==> src/rtl/vsd_pkg.sv <==
package vsd_pkg;
  localparam logic [1:0] MODE_KERNEL = 2'b00;
  localparam logic [1:0] MODE_SUPER  = 2'b01;

  localparam int RES_MATCH   = 0;
  localparam int RES_BADADDR = 1;

  localparam logic [1:0] PERM_RW   = 2'b11;
  localparam logic [1:0] PERM_NONE = 2'b00;

  typedef enum logic [1:0] {
    RT_FAULT  = 2'd0,
    RT_DIRECT = 2'd1,
    RT_TLB    = 2'd2
  } route_e;
endpackage

==> src/rtl/vsd_classify.sv <==
module vsd_classify
  import vsd_pkg::*;
#(
  parameter int ADDR_W = 32,
  parameter int CODE_W = 3
) (
  input  logic [ADDR_W-1:0] vaddr,
  input  logic [1:0]        mode,
  input  logic              erl,
  output route_e            route,
  output logic [ADDR_W-1:0] direct_paddr,
  output logic [CODE_W-1:0] direct_code,
  output logic [1:0]        direct_perm
);
  localparam int SEG_BITS = 3;
  localparam int NSEG     = 1 << SEG_BITS;
  localparam int OFF_W    = ADDR_W - SEG_BITS;

  logic [SEG_BITS-1:0] seg_id;
  logic                lvl_kernel;
  logic                lvl_super;
  logic [NSEG-1:0]     hit_allowed;
  logic [NSEG-1:0]     hit_mapped;
  logic [NSEG-1:0]     hit_open;

  assign seg_id     = vaddr[ADDR_W-1 -: SEG_BITS];
  assign lvl_kernel = (mode == MODE_KERNEL);
  assign lvl_super  = (mode == MODE_SUPER);

  // Per-region policy derived from the region index.
  for (genvar g = 0; g < NSEG; g++) begin : g_seg
    localparam bit OPEN   = (g < NSEG / 2);
    localparam bit SUP_OK = OPEN || (g == NSEG - 2);
    localparam bit MAPPED = OPEN || (g >= NSEG - 2);
    logic here;
    assign here           = (seg_id == SEG_BITS'(g));
    assign hit_allowed[g] = here & (lvl_kernel | (lvl_super & SUP_OK) | OPEN);
    assign hit_mapped[g]  = here & MAPPED;
    assign hit_open[g]    = here & OPEN;
  end

  always_comb begin
    route        = RT_FAULT;
    direct_paddr = '0;
    direct_code  = CODE_W'(RES_BADADDR);
    direct_perm  = PERM_NONE;
    if (|hit_allowed) begin
      if ((|hit_open) && erl) begin
        route        = RT_DIRECT;
        direct_paddr = vaddr;
        direct_code  = CODE_W'(RES_MATCH);
        direct_perm  = PERM_RW;
      end else if (|hit_mapped) begin
        route        = RT_TLB;
        direct_code  = CODE_W'(RES_MATCH);
      end else begin
        route        = RT_DIRECT;
        direct_paddr = {{SEG_BITS{1'b0}}, vaddr[OFF_W-1:0]};
        direct_code  = CODE_W'(RES_MATCH);
        direct_perm  = PERM_RW;
      end
    end
  end
endmodule

==> src/rtl/vsd_tlb_port.sv <==
module vsd_tlb_port #(
  parameter int ADDR_W = 32
) (
  input  logic              clk,
  input  logic              rst,
  input  logic              issue,
  input  logic [ADDR_W-1:0] vaddr,
  input  logic              rsp_valid,
  output logic              tlb_req_valid,
  output logic [ADDR_W-1:0] tlb_req_vaddr,
  output logic              busy,
  output logic              rsp_take
);
  assign rsp_take = busy & rsp_valid;

  always_ff @(posedge clk) begin
    if (rst) begin
      busy          <= 1'b0;
      tlb_req_valid <= 1'b0;
      tlb_req_vaddr <= '0;
    end else begin
      tlb_req_valid <= issue;
      if (issue) begin
        busy          <= 1'b1;
        tlb_req_vaddr <= vaddr;
      end else if (rsp_take) begin
        busy <= 1'b0;
      end
    end
  end

  AST_SINGLE_OUTSTANDING: assert property (@(posedge clk) disable iff (rst)
    issue |-> !busy);
  AST_STROBE_ONE_CYCLE: assert property (@(posedge clk) disable iff (rst)
    tlb_req_valid |=> !tlb_req_valid);
endmodule

==> src/rtl/vsd_result_reg.sv <==
module vsd_result_reg #(
  parameter int ADDR_W = 32,
  parameter int CODE_W = 3
) (
  input  logic              clk,
  input  logic              rst,
  input  logic              direct_load,
  input  logic [CODE_W-1:0] direct_code,
  input  logic [ADDR_W-1:0] direct_paddr,
  input  logic [1:0]        direct_perm,
  input  logic              rsp_take,
  input  logic [CODE_W-1:0] rsp_code,
  input  logic [ADDR_W-1:0] rsp_paddr,
  input  logic [1:0]        rsp_perm,
  output logic              out_valid,
  output logic [CODE_W-1:0] out_code,
  output logic [ADDR_W-1:0] out_paddr,
  output logic [1:0]        out_perm
);
  always_ff @(posedge clk) begin
    if (rst) begin
      out_valid <= 1'b0;
      out_code  <= '0;
      out_paddr <= '0;
      out_perm  <= '0;
    end else begin
      out_valid <= direct_load | rsp_take;
      if (rsp_take) begin
        out_code  <= rsp_code;
        out_paddr <= rsp_paddr;
        out_perm  <= rsp_perm;
      end else if (direct_load) begin
        out_code  <= direct_code;
        out_paddr <= direct_paddr;
        out_perm  <= direct_perm;
      end
    end
  end

  AST_RSP_FORWARD: assert property (@(posedge clk) disable iff (rst)
    rsp_take |=> out_valid && out_code == $past(rsp_code)
                 && out_paddr == $past(rsp_paddr) && out_perm == $past(rsp_perm));
endmodule

==> src/rtl/virt_seg_decoder.sv <==
module virt_seg_decoder
  import vsd_pkg::*;
#(
  parameter int ADDR_W = 32,
  parameter int CODE_W = 3
) (
  input  logic              clk,
  input  logic              rst,
  input  logic              req_valid,
  output logic              req_ready,
  input  logic [ADDR_W-1:0] req_vaddr,
  input  logic [1:0]        req_mode,
  input  logic              req_erl,
  output logic              tlb_req_valid,
  output logic [ADDR_W-1:0] tlb_req_vaddr,
  input  logic              tlb_rsp_valid,
  input  logic [CODE_W-1:0] tlb_rsp_code,
  input  logic [ADDR_W-1:0] tlb_rsp_paddr,
  input  logic [1:0]        tlb_rsp_perm,
  output logic              out_valid,
  output logic [CODE_W-1:0] out_code,
  output logic [ADDR_W-1:0] out_paddr,
  output logic [1:0]        out_perm
);
  localparam int OFF_W = ADDR_W - 3;

  route_e            route;
  logic [ADDR_W-1:0] dir_paddr;
  logic [CODE_W-1:0] dir_code;
  logic [1:0]        dir_perm;
  logic              busy;
  logic              rsp_take;
  logic              req_fire;

  assign req_ready = ~busy;
  assign req_fire  = req_valid & req_ready;

  vsd_classify #(.ADDR_W(ADDR_W), .CODE_W(CODE_W)) u_classify (
    .vaddr        (req_vaddr),
    .mode         (req_mode),
    .erl          (req_erl),
    .route        (route),
    .direct_paddr (dir_paddr),
    .direct_code  (dir_code),
    .direct_perm  (dir_perm)
  );

  vsd_tlb_port #(.ADDR_W(ADDR_W)) u_tlb_port (
    .clk           (clk),
    .rst           (rst),
    .issue         (req_fire && route == RT_TLB),
    .vaddr         (req_vaddr),
    .rsp_valid     (tlb_rsp_valid),
    .tlb_req_valid (tlb_req_valid),
    .tlb_req_vaddr (tlb_req_vaddr),
    .busy          (busy),
    .rsp_take      (rsp_take)
  );

  vsd_result_reg #(.ADDR_W(ADDR_W), .CODE_W(CODE_W)) u_result (
    .clk          (clk),
    .rst          (rst),
    .direct_load  (req_fire && route != RT_TLB),
    .direct_code  (dir_code),
    .direct_paddr (dir_paddr),
    .direct_perm  (dir_perm),
    .rsp_take     (rsp_take),
    .rsp_code     (tlb_rsp_code),
    .rsp_paddr    (tlb_rsp_paddr),
    .rsp_perm     (tlb_rsp_perm),
    .out_valid    (out_valid),
    .out_code     (out_code),
    .out_paddr    (out_paddr),
    .out_perm     (out_perm)
  );

  AST_ERL_IDENTITY: assert property (@(posedge clk) disable iff (rst)
    (req_fire && req_erl && !req_vaddr[ADDR_W-1]) |=>
      out_valid && out_paddr == $past(req_vaddr) && out_code == CODE_W'(RES_MATCH));
  AST_USEG_TO_TLB: assert property (@(posedge clk) disable iff (rst)
    (req_fire && !req_erl && !req_vaddr[ADDR_W-1]) |=>
      tlb_req_valid && tlb_req_vaddr == $past(req_vaddr) && !out_valid);
  AST_KSEG0_OFFSET: assert property (@(posedge clk) disable iff (rst)
    (req_fire && req_mode == MODE_KERNEL && req_vaddr[ADDR_W-1 -: 3] == 3'b100) |=>
      out_valid && out_paddr == {3'b000, $past(req_vaddr[OFF_W-1:0])});
  AST_USER_KERNEL_FAULT: assert property (@(posedge clk) disable iff (rst)
    (req_fire && req_mode[1] && req_vaddr[ADDR_W-1]) |=>
      out_valid && out_code == CODE_W'(RES_BADADDR) && out_perm == PERM_NONE && !tlb_req_valid);
  AST_NO_RESULT_WITH_STROBE: assert property (@(posedge clk) disable iff (rst)
    tlb_req_valid |-> !out_valid);
endmodule

==> config.mk <==
export PLATFORM = sky130hd
export DESIGN_NAME = virt_seg_decoder
export DESIGN_NICKNAME = d
export VERILOG_FILES = /design/src/rtl/vsd_pkg.sv /design/src/rtl/vsd_classify.sv /design/src/rtl/vsd_tlb_port.sv /design/src/rtl/vsd_result_reg.sv /design/src/rtl/virt_seg_decoder.sv
export SDC_FILE = /design/constraint.sdc
export NUM_CORES = 1
export LEC_CHECK = 0
export ABC_AREA = 1
export BUFFER_PORTS_ARGS = -buffer_cell sky130_fd_sc_hd__buf_2
export CAP_MARGIN = 25
export CORE_MARGIN = 2
export CORE_UTILIZATION = 42
export DETAILED_ROUTE_END_ITERATION = 8
export HOLD_SLACK_MARGIN = 0.02
export PLACE_DENSITY = 0.82
export SETUP_SLACK_MARGIN = 0.3
export SKIP_LAST_GASP = 1
export SYNTH_ARGS = -nofsm -noshare
export SYNTH_HDL_FRONTEND = slang
export SYNTH_SLANG_ARGS = --single-unit
==> constraint.sdc <==
create_clock -name clk -period 1.1 [get_ports clk]
set_input_delay 0.22 -clock clk [delete_from_list [all_inputs] [get_ports clk]]
set_output_delay 0.22 -clock clk [all_outputs]
set_load 0.03 [all_outputs]
==> results.toml <==
[setup_path]
startpoint = "u_tlb_port.busy"
cp.arrival_ns = 1.50
timing.rr.start = "u_tlb_port.busy"
critical_path_class = "flop to flop"
start_kind = "flop"
cp.required_ns = 1.36
worst-path-max-fanout = 16
end_kind = "flop"

[drt]
routed_wl_mm = 11.1
topRoutingLayerUsed = "met4"
dr_wl_met3_um = 631
dr_total_vias = 3883
firstDrtPassIters = 4
wl_met2_mm = 5.88
remaining_drc_errors = 0
drtIter0Drc = 114
wl_per_cell_um = 14.2
antenna_left = 0
viasPerCell = 4.95
m1WireLength_mm = 4.36

[floorplan]
die-area_mm2 = 0.00857
ios = 148
die-width_um = 92.6
placementRows = 32
dieHeight_um = 92.6
core-area_mm2 = 0.00765
start_util_pct = 43.1

[sta]
setup-violations-final = 72
tns_ns = -7.42
final_period_minus_worst_setup_slack_ns = 1.24
max_freq_ghz = 0.806
hold_violations = 0
setup_slack_ns = -0.141
worstMarginPinSlew_ns = 0.267
final_max_slew_viol_count = 0
rsz0062_at_grt = "true"
fin_worst_skew_ns = 0.0113
finalCritPeriodShare_pct = 113
relSlewSlack_pct = 82.0
holdWs_ns = 0.128

[power]
clkPwrFrac_pct = 25.9
p_int_mw = 5.02
p_sw_mw = 2.54
swShare_pct = 33.6
ir_drop_mv = 0.888
pwr-share-comb_pct = 33.6
cellPowerDensity_mw_per_mm2 = 1340
seq_power_share_pct = 40.5
p_leak_nw = 2.84
power_mw = 7.56

[final_layout]
drive_above_1_share_pct = 52.1
nets = 754
layout.cells.most_common = "nand2_1"
fin_util_pct = 74.0
final_cell_mix = "nand2_1 (103), buf_6 (78), buf_2 (75)"
area_delta_synth_final_pct = 71.7
diodes = 0

[outcome]
outcome = "finished, violations left"
violations = "negative setup slack"

[logic_synthesis]
synth_adder_area_share_pct = 0
yosys_warnings = 0
synthXorXnorAreaFrac_pct = 0
syn_inst = 506
synth_compound_area_share_pct = 11.8
synth_top_family_by_area = "simple AND/OR/NAND/NOR gates"
synth_area_per_cell_um2 = 6.52
yosysSeqAreaShare_pct = 43.7
synth_fp_nets = 582
syn_area_mm2 = 0.00330
synthDistinctLibCells = 17
synth.mux.area_fraction_pct = 0
synth_simple_gate_area_share_pct = 31.3
synth-seq-cells = 72

[hold_path]
hold_path.class = "input pin to flop"
hp-start = "tlb_rsp_code[2]"

[clock_tree]
cts_buffer_depth = 2
clk-insertion-delay-late_ns = 0.34
cts_tree = "built"
cts_made_buffers = 9
h-tree-depth = 3
cts_sinks = 72
cts_root_buf = "clkbuf_8"
clk_pin_slew_ns = 0.08

[global_route]
grt_pass1_wl_mm = 17.2
grt_pass1_vias = 3752
track_usage_pct = 25.2
grt_max_degree = 35
gr-total-overflow = 0
antenna_found_initial = 0

[placed_design]
dpl.hpwl_mm = 6.83
place.gp.congestion = 0.765
dp_slack_ns = -0.331
numPortBuffers = 147

[run]
maxCapViolCount = 0
==> critical path: stages, from the launching register on <==
cell,delay (ns)
dfxtp_4,0.39
nor2_4,0.06
buf_6,0.14
a21oi_4,0.23
buf_8,0.20
nor2_1,0.05
nor2_1,0.11
==> synth_stat cells, drive strengths merged <==
library cell / count / area [um^2]
o21ai: 34 / 170
inv: 74 / 278
nor2: 67 / 251
nand4: 1 / 6.26
a21oi: 42 / 210
clkbuf: 15 / 56.3
dfxtp: 72 / 1440
buf: 20 / 103
nand2: 112 / 428
o31ai: 1 / 7.51
nand3: 68 / 345
==> routing by layer <==
metal  vias to the layer above  GRT usage (%)
met5                         -              0
met4                         0           13.1
met3                        26           5.21
met2                       151           45.5
met1                      1784           27.8
li1                       1922              -
==> layout make-up <==
type	count	area [um^2]
Timing Repair Buffer	195	1780
Sequential cell	72	1530
Clock buffer	13	169
Fill cell	561	1990
Clock inverter	3	15.0
Tap cell	102	128
Multi-Input combinational cell	326	1730
Inverter	74	295
==> registers in the layout (all words and copies together) (netlist names) <==
register                  flops
u_result.out_code             3
u_result.out_paddr           32
u_result.out_perm             2
u_result.out_valid            1
u_tlb_port.busy               1
u_tlb_port.tlb_req_vaddr     32
u_tlb_port.tlb_req_valid      1
==> power by group through the flow <==
stage          logic [mW]  registers, mW  clock network, mW
2_1_floorplan       0.875           3.46                  0
3_3_place_gp         1.91           3.00                  0
3_5_place_dp         1.96           3.01                  0
4_1_cts              2.37           3.05               2.00
5_1_grt              2.72           3.09               2.13
6_report             2.54           3.06               1.96
==> logic make-up (layout without fill, tap and decap cells) <==
group                  after synthesis  count (layout)
AO/OA/AOI/OAI                       77              77
buffers and inverters              109             285
flip-flops                          72              72
AND/OR/NAND/NOR                    248             249
==> final timing paths <==
| check | to | slack (ns) | cells past startpoint |
|---|---|---|---|
| hold / removal | u_result.out_code[2] | 0.13 | 3 |
| setup reg to reg | u_result.out_paddr[7] | -0.14 | 6 |
| setup / recovery | u_result.out_paddr[7] | -0.14 | 6 |
| hold reg to reg | u_tlb_port.tlb_req_vaddr[21] | 0.45 | 2 |
==> stage by stage <==
| stage | std cells | area, um^2 |
|---|---|---|
| 3_3_place_gp | 752 | 4520 |
| 2_1_floorplan | 506 | 3570 |
| 6_report | 785 | 5660 |
| 3_5_place_dp | 752 | 4520 |
| 5_1_grt | 785 | 5660 |
| 4_1_cts | 776 | 5430 |
==> timing repair <==
item                                    4_1_cts  5_1_grt
cloned                                        4        3
pin swaps                                     2       16
resized for setup                           232       40
endpoints found under the setup margin      144      144
hold buffers                                  0        0
setup buffers                                 4        6
Note: power is estimated with default switching activity, not from simulation.
